`config.mk`:
```
export PLATFORM = sky130hd
export DESIGN_NAME = seg_xlate
export DESIGN_NICKNAME = d
export VERILOG_FILES = /design/src/rtl/seg_xlate_pkg.sv /design/src/rtl/seg_desc_table.sv /design/src/rtl/seg_xlate_calc.sv /design/src/rtl/seg_xlate.sv
export SDC_FILE = /design/constraint.sdc
export NUM_CORES = 1
export LEC_CHECK = 0
export BUFFER_PORTS_ARGS = -buffer_cell sky130_fd_sc_hd__buf_2
export CAP_MARGIN = 30
export CORE_MARGIN = 3
export CORE_UTILIZATION = 30
export CTS_CLUSTER_DIAMETER = 120
export DETAILED_ROUTE_END_ITERATION = 16
export PLACE_DENSITY = 0.5
export SLEW_MARGIN = 30
export SYNTH_ARGS = -nofsm -noshare
export SYNTH_HDL_FRONTEND = slang
export SYNTH_SLANG_ARGS = --single-unit
export TNS_END_PERCENT = 20
```
`constraint.sdc`:
```
create_clock -name clk -period 4.15 [get_ports clk]
set_clock_uncertainty 0.15 [all_clocks]
set_input_delay 0.83 -clock clk [delete_from_list [all_inputs] [get_ports clk]]
set_output_delay 0.83 -clock clk [all_outputs]
set_load 0.05 [all_outputs]
```
`src/rtl/seg_xlate_pkg.sv`:
```
package seg_xlate_pkg;
  typedef enum logic [1:0] {
    XF_NONE   = 2'd0,
    XF_ABSENT = 2'd1,
    XF_LENGTH = 2'd2
  } xlate_fault_e;
endpackage

```
`src/rtl/seg_desc_table.sv`:
```
module seg_desc_table #(
  parameter int SEG_W  = 4,
  parameter int ADDR_W = 20,
  parameter int OFF_W  = 20
) (
  input  logic              clk,
  input  logic              rst_n,
  input  logic              wr_en,
  input  logic [SEG_W-1:0]  wr_seg,
  input  logic              wr_present,
  input  logic              wr_master,
  input  logic [OFF_W-1:0]  wr_len,
  input  logic [ADDR_W-1:0] wr_base,
  input  logic [SEG_W-1:0]  rd_seg,
  output logic              rd_present,
  output logic              rd_master,
  output logic [OFF_W-1:0]  rd_len,
  output logic [ADDR_W-1:0] rd_base
);
  localparam int ENTRIES = 2 ** SEG_W;

  logic              pres_q [ENTRIES];
  logic              mast_q [ENTRIES];
  logic [OFF_W-1:0]  len_q  [ENTRIES];
  logic [ADDR_W-1:0] base_q [ENTRIES];

  always_ff @(posedge clk or negedge rst_n) begin
    if (!rst_n) begin
      for (int i = 0; i < ENTRIES; i++) begin
        pres_q[i] <= 1'b0;
        mast_q[i] <= 1'b0;
        len_q[i]  <= '0;
        base_q[i] <= '0;
      end
    end else if (wr_en) begin
      pres_q[wr_seg] <= wr_present;
      mast_q[wr_seg] <= wr_master;
      len_q[wr_seg]  <= wr_len;
      base_q[wr_seg] <= wr_base;
    end
  end

  // Read port samples the flops, so a same-cycle write is not visible yet.
  assign rd_present = pres_q[rd_seg];
  assign rd_master  = mast_q[rd_seg];
  assign rd_len     = len_q[rd_seg];
  assign rd_base    = base_q[rd_seg];
endmodule

```
`src/rtl/seg_xlate_calc.sv`:
```
module seg_xlate_calc
  import seg_xlate_pkg::*;
#(
  parameter int ADDR_W = 20,
  parameter int OFF_W  = 20
) (
  input  logic              present,
  input  logic [OFF_W-1:0]  len,
  input  logic [ADDR_W-1:0] base,
  input  logic [OFF_W-1:0]  disp,
  output xlate_fault_e      fault,
  output logic [ADDR_W-1:0] addr
);
  function automatic logic [ADDR_W-1:0] eff_addr(input logic [ADDR_W-1:0] b,
                                                 input logic [OFF_W-1:0] d);
    logic [ADDR_W:0] s;
    s = {1'b0, b} + (ADDR_W + 1)'(d);
    return s[ADDR_W-1:0];
  endfunction

  function automatic logic inside_seg(input logic [OFF_W-1:0] d,
                                      input logic [OFF_W-1:0] l);
    return d < l;
  endfunction

  always_comb begin
    if (!present)                 fault = XF_ABSENT;
    else if (!inside_seg(disp, len)) fault = XF_LENGTH;
    else                          fault = XF_NONE;
  end

  assign addr = eff_addr(base, disp);
endmodule

```
`src/rtl/seg_xlate.sv`:
```
module seg_xlate
  import seg_xlate_pkg::*;
#(
  parameter int SEG_W  = 4,
  parameter int ADDR_W = 20,
  parameter int OFF_W  = 20
) (
  input  logic              clk,
  input  logic              rst_n,
  input  logic              req_valid,
  input  logic [SEG_W-1:0]  req_seg,
  input  logic [OFF_W-1:0]  req_disp,
  input  logic              wr_en,
  input  logic [SEG_W-1:0]  wr_seg,
  input  logic              wr_present,
  input  logic              wr_master,
  input  logic [OFF_W-1:0]  wr_len,
  input  logic [ADDR_W-1:0] wr_base,
  output logic              out_valid,
  output logic [ADDR_W-1:0] out_addr,
  output logic              out_master,
  output logic              out_absent_fault,
  output logic              out_length_fault
);
  logic              rd_present;
  logic              rd_master;
  logic [OFF_W-1:0]  rd_len;
  logic [ADDR_W-1:0] rd_base;
  xlate_fault_e      calc_fault;
  logic [ADDR_W-1:0] calc_addr;
  logic              hit_ok;

  seg_desc_table #(.SEG_W(SEG_W), .ADDR_W(ADDR_W), .OFF_W(OFF_W)) u_table (
    .clk(clk), .rst_n(rst_n),
    .wr_en(wr_en), .wr_seg(wr_seg), .wr_present(wr_present),
    .wr_master(wr_master), .wr_len(wr_len), .wr_base(wr_base),
    .rd_seg(req_seg), .rd_present(rd_present), .rd_master(rd_master),
    .rd_len(rd_len), .rd_base(rd_base)
  );

  seg_xlate_calc #(.ADDR_W(ADDR_W), .OFF_W(OFF_W)) u_calc (
    .present(rd_present), .len(rd_len), .base(rd_base), .disp(req_disp),
    .fault(calc_fault), .addr(calc_addr)
  );

  assign hit_ok = req_valid && (calc_fault == XF_NONE);

  always_ff @(posedge clk or negedge rst_n) begin
    if (!rst_n) begin
      out_valid        <= 1'b0;
      out_addr         <= '0;
      out_master       <= 1'b0;
      out_absent_fault <= 1'b0;
      out_length_fault <= 1'b0;
    end else begin
      out_valid        <= hit_ok;
      out_addr         <= hit_ok ? calc_addr : '0;
      out_master       <= hit_ok && rd_master;
      out_absent_fault <= req_valid && (calc_fault == XF_ABSENT);
      out_length_fault <= req_valid && (calc_fault == XF_LENGTH);
    end
  end
endmodule

```
# Yosys cells after proc, flatten, opt, wreduce, memory -nomap -nowiden
# Cells that the tools add are included.
# word_totals
regBits	696
inputBits	74
out_inout_bits	24
# classes
add_sub_neg	1
n_lt_le_gt_ge	4
eq_ne	2
n_mux	23
bitwise	2
reduce_logical	6
# ops
cell	count
bitwise mux 320 bit	2
binary-select mux 20 bit (select 4 bit)	2
2-to-1 mux 20 bit	6
demux 20 bit (select 4 bit)	1
bitwise mux 16 bit	2
adder 20 bit	1
< comparator 20 bit	1
greater-or-equal comparator 5 bit (second input constant)	2
NOT 4 -> 5 bit	2
binary-select mux 1 bit (select 4 bit)	2
logical AND 1 bit	5
< comparator 5 x 1 -> 1 bit (second input constant)	1
2-to-1 mux 1 bit	5
demux 1 bit (select 4 bit)	1
2-to-1 mux 2 bit	2
equality test 2 x 1 -> 1 bit (second input constant)	1
equality test 2 bit (second input constant)	1
logical NOT 2 bit	1

# Logic depth before layout (Yosys ltp)
# logic_depth
ltp_word	10
ltp_mapped	16
mapped_depth_nobuf	12

# Modules after synthesis
# A second synthesis with hierarchy kept.
# unflattened
cells_unflattened	2070
hier_area_um2	32456.1
# modules_own_cells
module	instances	cells_per_inst	area_per_inst_um2
seg_desc_table	1	1836	30160.2
seg_xlate_calc	1	180	1377.6
seg_xlate	1	54	918.4

# Worst setup path after synthesis
# No wires, ideal clock.
# synth_path
path_kind	input to register
startpoint	input port req_seg[1]
endpoint	register out_addr[14]
setup_time_ns	0.130
t_arrival_ns	4.297
setup_slack_ns	-0.427
path_stages	14
n_path_buf	4
path_cell_list	buf_2 buf_2 clkbuf_1 clkbuf_1 mux4_2 mux4_2 ha_1 fa_1 a21oi_1 o211ai_1 a21oi_1 nor2_1 o311ai_0 nor2_1
# synth_via
elab_chain_len	10
# synth_lines
element	line_no	text
from (decl)	seg_xlate.sv:11	input logic [SEG_W-1:0] req_seg,
NOT 4 -> 5 bit (not written as such) (*)	seg_desc_table.sv:44, seg_desc_table.sv:46, seg_desc_table.sv:47	
binary-select mux 20 bit (select 4 bit)	seg_desc_table.sv:46	assign rd_len = len_q[rd_seg];
2-to-1 mux 20 bit (not written as such) (2 in series)	seg_desc_table.sv:46	
< comparator 20 bit	seg_xlate_calc.sv:23	return d < l;
2-to-1 mux 2 bit	seg_xlate_calc.sv:28	else if (!inside_seg(disp, len)) fault = XF_LENGTH;
2-to-1 mux 2 bit	seg_xlate_calc.sv:27	if (!present) fault = XF_ABSENT;
logical NOT 2 bit	seg_xlate.sv:46	assign hit_ok = req_valid && (calc_fault == XF_NONE);
logical AND 1 bit	seg_xlate.sv:46	
2-to-1 mux 20 bit (*)	seg_xlate.sv:57	out_addr <= hit_ok ? calc_addr : '0;
to (signal assigned)	seg_xlate.sv:57	
to (decl)	seg_xlate.sv:20	output logic [ADDR_W-1:0] out_addr,
# Every way passes the cells marked *; elsewhere a longest branch is shown, timed or not. The select of a mux whose other input is x is not followed.
# A chain may end at the register's enable or synchronous reset.

# Worst setup path in the final report
# layout_path
startpoint	input port req_seg[0]
endpoint	register out_addr[15]
# Same word-level chain as after synthesis.

==> results.md <==
Yosys:
- Synthesis instantiated 45 different standard cells from the library.
- The cell count after synthesis came out at 1,991.
- By area the synthesized netlist is led by sky130_fd_sc_hd__dfrtp_1 (54%), sky130_fd_sc_hd__mux2_2 (24%), sky130_fd_sc_hd__mux4_2 (15%).
- The yosys synthesis warning count is 0.
- The number of enable-type register cells in the synthesized netlist is 0.
- The biggest area contributor in the post-synthesis netlist is sky130_fd_sc_hd__dfrtp_1.
- Averaged over all synthesized cells, the footprint is between 15 and 20 um2.
- In the synthesized netlist the async set-or-reset flop fraction comes to 100%.
- The netlist area before placement is 32,000 um2.
- Of the synthesized area, sequential elements account for a little over half.
- The number of nets produced by synthesis is around 2,100.
- Counting flops and latches in the post-synthesis netlist gives 696.
- The area share of the leading cell type in the synthesized netlist is a little over half.
- In the synthesized netlist the dominant register cell turns out to be sky130_fd_sc_hd__dfrtp_1.

Timing:
- Setup violations remaining at the end of the flow were counted as 0.
- The hold violation total from the final report is 0.
- Dividing the final minimum period by the clock period gives 91.0%.
- Setup repair after global routing left no endpoint under its margin.
- The worst path meets setup with roughly 0.37 ns of slack.
- The post-route setup TNS is 0 ns.
- After layout, the minimum clock period comes to between 3 and 4 ns.
- Final hold analysis gives a worst-case slack of 0.286 ns.
- At the pin with the least slew margin, the transition time is 0.891 ns.
- For this run, the top clock speed supported by timing is approximately 0.26 GHz.
- The max-slew violation count came to 0.
- The relative slew slack is between 40% and 50%.

Drt:
- Dividing the detail-routed wire length by the instance count gives 25.4 um.
- Dividing the detail-routed via count by the number of cells gives between 5 and 6.
- The DRC violation count after routing is 0.
- The highest layer touched by signal routing is met5.
- In this run, the number of DRC markers left after iteration 0 of detailed routing was 1,039.
- The total iterations of the first detailed-routing run is 4.
- The total length of routed wires is between 90 and 100 mm.
- The final route contains around 18,000 vias.
- The post-route antenna net violation count is 0.
- The met2 wirelength from detailed routing is 43.0 mm.
- The met3 wire length is 4.27 mm.
- The post-route met1 wirelength is 42.4 mm.

Run:
- The max-capacitance violation count is 0.

Global routing:
- The initial antenna violation count is 14.
- The number of global-route vias before repair was 20,100.
- Entering global routing, the biggest net connects around 130 pins.
- The first global-routing pass estimated about 140 mm of wire.
- Global routing used 16.7% of the available tracks across all layers.
- The leftover overflow at the end of global routing is 0.

Final layout:
- The ratio of cells with drive above 1 in the final layout is 57.6%.
- The post-layout net count is 2,279.
- The relative area change from synthesis to final layout is 18.9%.
- The storage element area is 17,400 um2.
- The multi-input combinational cell area is 14,000 um2.
- After filler insertion, the fill cell instance count of the layout stands at 9,903.

Critical path:
- The cell family contributing the most delay on the critical path is multiplexers.
- The maximum fanout count along the critical path is 21.
- The worst setup path is launched from a primary input.
- STA classifies the critical path endpoint as a register.
- The critical path buffer and inverter count is 2.
- The largest stage delay on the critical path is 0.58 ns.
- STA puts the critical path data required time at 4.51 ns.
- Data arrives at the worst endpoint at 4.14 ns.
- The setup slack of the worst register-to-register path is ~0.70 ns.
- The signal on the critical path passes through buf_8, buf_12, mux4_2, mux4_2, ha_1, a211oi_1, nor2_1, a31oi_1, a21oi_1, nor2b_1, mux2i_1, a21oi_1.
- The startpoint-to-endpoint class of the critical path is primary input to register.
- The critical-path cell with the highest stage delay is sky130_fd_sc_hd__mux4_2.

CTS:
- The master cell of the clock root buffer is sky130_fd_sc_hd__clkbuf_16.
- The maximum number of buffers from clock root to sink is 3.
- The TritonCTS buffer count is 81.
- CTS built an H-tree with a depth of 3.
- Clock-pin slew was measured on the worst setup and hold paths at 0.06 ns.
- TritonCTS built the clock tree.
- CTS saw just under 700 sinks.
- At the later pin of the worst-skew pair, clock insertion delay measures 0.63 ns.
- The number of cells upsized or downsized after cts is 0.

Power:
- The clock network power share is 34.3%.
- The sum of internal, switching and leakage power is between 20,000 and 25,000 uW.
- VDD sags by at most 0.291 mV.
- Net switching is a little over a quarter of the power.
- Cell internal power was estimated by the tool at ~15,000 uW.
- The leakage power summed over all cells is 0.0163 uW.
- The switching power total is about 5400 uW.
- The fraction of power consumed by combinational cells is a little over a fifth.
- The total power per unit cell area is 541 nW/um2.
- The part of the power in registers is 44.3%.

Floorplanning:
- The overall die width is 333 um.
- The die boundary height is 333 um.
- The number of placement rows is 119.
- The area of the die is 111,000 um2.
- Once the floorplan was initialized, standard cells occupied 30.3% of the core.
- After floorplanning, the core was sized to cover 106,000 um2.
- The number of primary I/O pins is 98.

Placed design:
- At the end of routability-driven placement, the weighted congestion stood at around 0.80.
- The number of port buffers is a little under 100.
- Timing analysis after detailed placement gives a worst setup slack of -0.274 ns.
- After legalization and detailed placement, the total HPWL measured 56.3 mm.

Worst hold path:
- The type of the tightest min-delay check is primary input to register.

Outcome:
- The flow ran to the end, and the final reports show no timing, DRC or antenna violations.
## worst register-to-register path, cell delays in order (launching register included)
cell                       delay, ns
sky130_fd_sc_hd__dfrtp_1        0.37
sky130_fd_sc_hd__mux4_2         0.47
sky130_fd_sc_hd__mux4_2         0.58
sky130_fd_sc_hd__ha_1           0.34
sky130_fd_sc_hd__a211oi_1       0.23
sky130_fd_sc_hd__nor2_1         0.12
sky130_fd_sc_hd__a31oi_1        0.29
sky130_fd_sc_hd__a21oi_1        0.19
sky130_fd_sc_hd__nor2b_1        0.27
sky130_fd_sc_hd__mux2i_1        0.26
sky130_fd_sc_hd__a21oi_1        0.09
## repair_timing
item | CTS | global route
hold buffers | 1 | 0
endpoints found under the hold margin | 9 | 0
buffers inserted | 0 | 0
setup endpoints to repair | 0 | 0
## sequential cells by signal, summed over array words and instances (netlist names)
register	count
out_absent_fault	1
u_table.pres_q	16
out_addr	20
u_table.base_q	320
out_valid	1
out_master	1
out_length_fault	1
u_table.mast_q	16
u_table.len_q	320
## cell families (layout without fill, tap and decap cells)
kind of cell,count (synthesis),count (layout),synth area share (%)
muxes,886,886,38.5
and+or+nand+nor,104,104,1.61
xor gates and xnor gates,11,11,0.301
other,0,5,0
AOI/OAI and AO/OA,71,71,1.34
DFF,696,696,54.4
buffers and inverters,184,417,2.32
adders and majority gates,39,39,1.55
## placed cells by master (no fill, tap or decap), types with 5 or more instances in the layout
cell type                   Yosys  layout
sky130_fd_sc_hd__clkbuf_1     126      15
sky130_fd_sc_hd__xnor2_1        6       6
sky130_fd_sc_hd__nor3_1        10       5
sky130_fd_sc_hd__o21a_1         6       6
sky130_fd_sc_hd__mux2_2       673     673
sky130_fd_sc_hd__buf_2         19      92
sky130_fd_sc_hd__inv_1         23      23
sky130_fd_sc_hd__o21ai_0       16      16
sky130_fd_sc_hd__buf_4          0     116
sky130_fd_sc_hd__nand2_1       16      14
sky130_fd_sc_hd__clkbuf_8       0      28
sky130_fd_sc_hd__ha_1          38      38
sky130_fd_sc_hd__clkbuf_16      0      82
sky130_fd_sc_hd__a21oi_1       25      23
sky130_fd_sc_hd__nand3_1        8       6
sky130_fd_sc_hd__nor3_2         0       5
sky130_fd_sc_hd__diode_2        0       5
sky130_fd_sc_hd__mux4_2       209     209
sky130_fd_sc_hd__nor2_1        39      35
sky130_fd_sc_hd__buf_12         0      38
sky130_fd_sc_hd__dfrtp_1      696     696
sky130_fd_sc_hd__clkinv_2       0       8
sky130_fd_sc_hd__xor2_1         5       5
## power groups by stage
| stage | clock network, uW | logic, uW | registers, uW |
|---|---|---|---|
| 6_report | 7070 | 4400 | 9120 |
| 5_1_grt | 7580 | 4760 | 9290 |
| 4_1_cts | 7310 | 4450 | 9110 |
| 3_5_place_dp | 0 | 4440 | 9230 |
| 3_3_place_gp | 0 | 4300 | 9120 |
| 2_1_floorplan | 0 | 3060 | 9020 |
## metal layers
| metal | vias to the layer above | track usage (%) |
|---|---|---|
| li1 | 7827 | - |
| met1 | 10200 | 23.6 |
| met2 | 356 | 26.5 |
| met3 | 152 | 2.92 |
| met4 | 10 | 4.53 |
| met5 | - | 0 |
## worst paths after layout
check / startpoint / endpoint / cells past startpoint
max: req_seg[0] / out_addr[15] / 12
min: req_valid / out_absent_fault / 2
max reg2reg: u_table.base_q[1] / out_addr[15] / 10
min reg2reg: u_table.len_q[110] / u_table.len_q[110] / 1
max in group asynchronous: rst_n / u_table.base_q[108] / 3
min in group asynchronous: rst_n / u_table.base_q[219] / 2
## area by class of cell
| cell class | count | share of cell area [%] |
|---|---|---|
| inverter | 24 | 0.243 |
| tap | 1391 | 4.57 |
| sequential | 696 | 45.7 |
| multi-input combinational | 1111 | 36.7 |
| clock inverter | 16 | 0.450 |
| clock buffer | 125 | 6.55 |
| antenna | 5 | 0.0329 |
| timing repair buffer | 252 | 5.69 |
## synth_stat cells (5+ instances only)
cell type	count
sky130_fd_sc_hd__o21a_1	6
sky130_fd_sc_hd__xnor2_1	6
sky130_fd_sc_hd__nand2_1	16
sky130_fd_sc_hd__mux2_2	673
sky130_fd_sc_hd__nor3_1	10
sky130_fd_sc_hd__nor2_1	39
sky130_fd_sc_hd__a21oi_1	25
sky130_fd_sc_hd__inv_1	23
sky130_fd_sc_hd__clkbuf_1	126
sky130_fd_sc_hd__buf_2	19
sky130_fd_sc_hd__ha_1	38
sky130_fd_sc_hd__dfrtp_1	696
sky130_fd_sc_hd__mux4_2	209
sky130_fd_sc_hd__o21ai_0	16
sky130_fd_sc_hd__nand3_1	8
sky130_fd_sc_hd__xor2_1	5
sky130_fd_sc_hd__buf_1	12
## stage by stage
stage               util [%]  instances  instance area (um2)
finish                  36.1       3620                38100
global route            36.1       3616                38100
CTS                     36.1       3615                38100
detailed placement      33.5       3473                35400
global placement        33.5       3473                35400
floorplan                  -       1991                32200
(Power assumes the default switching activity.)
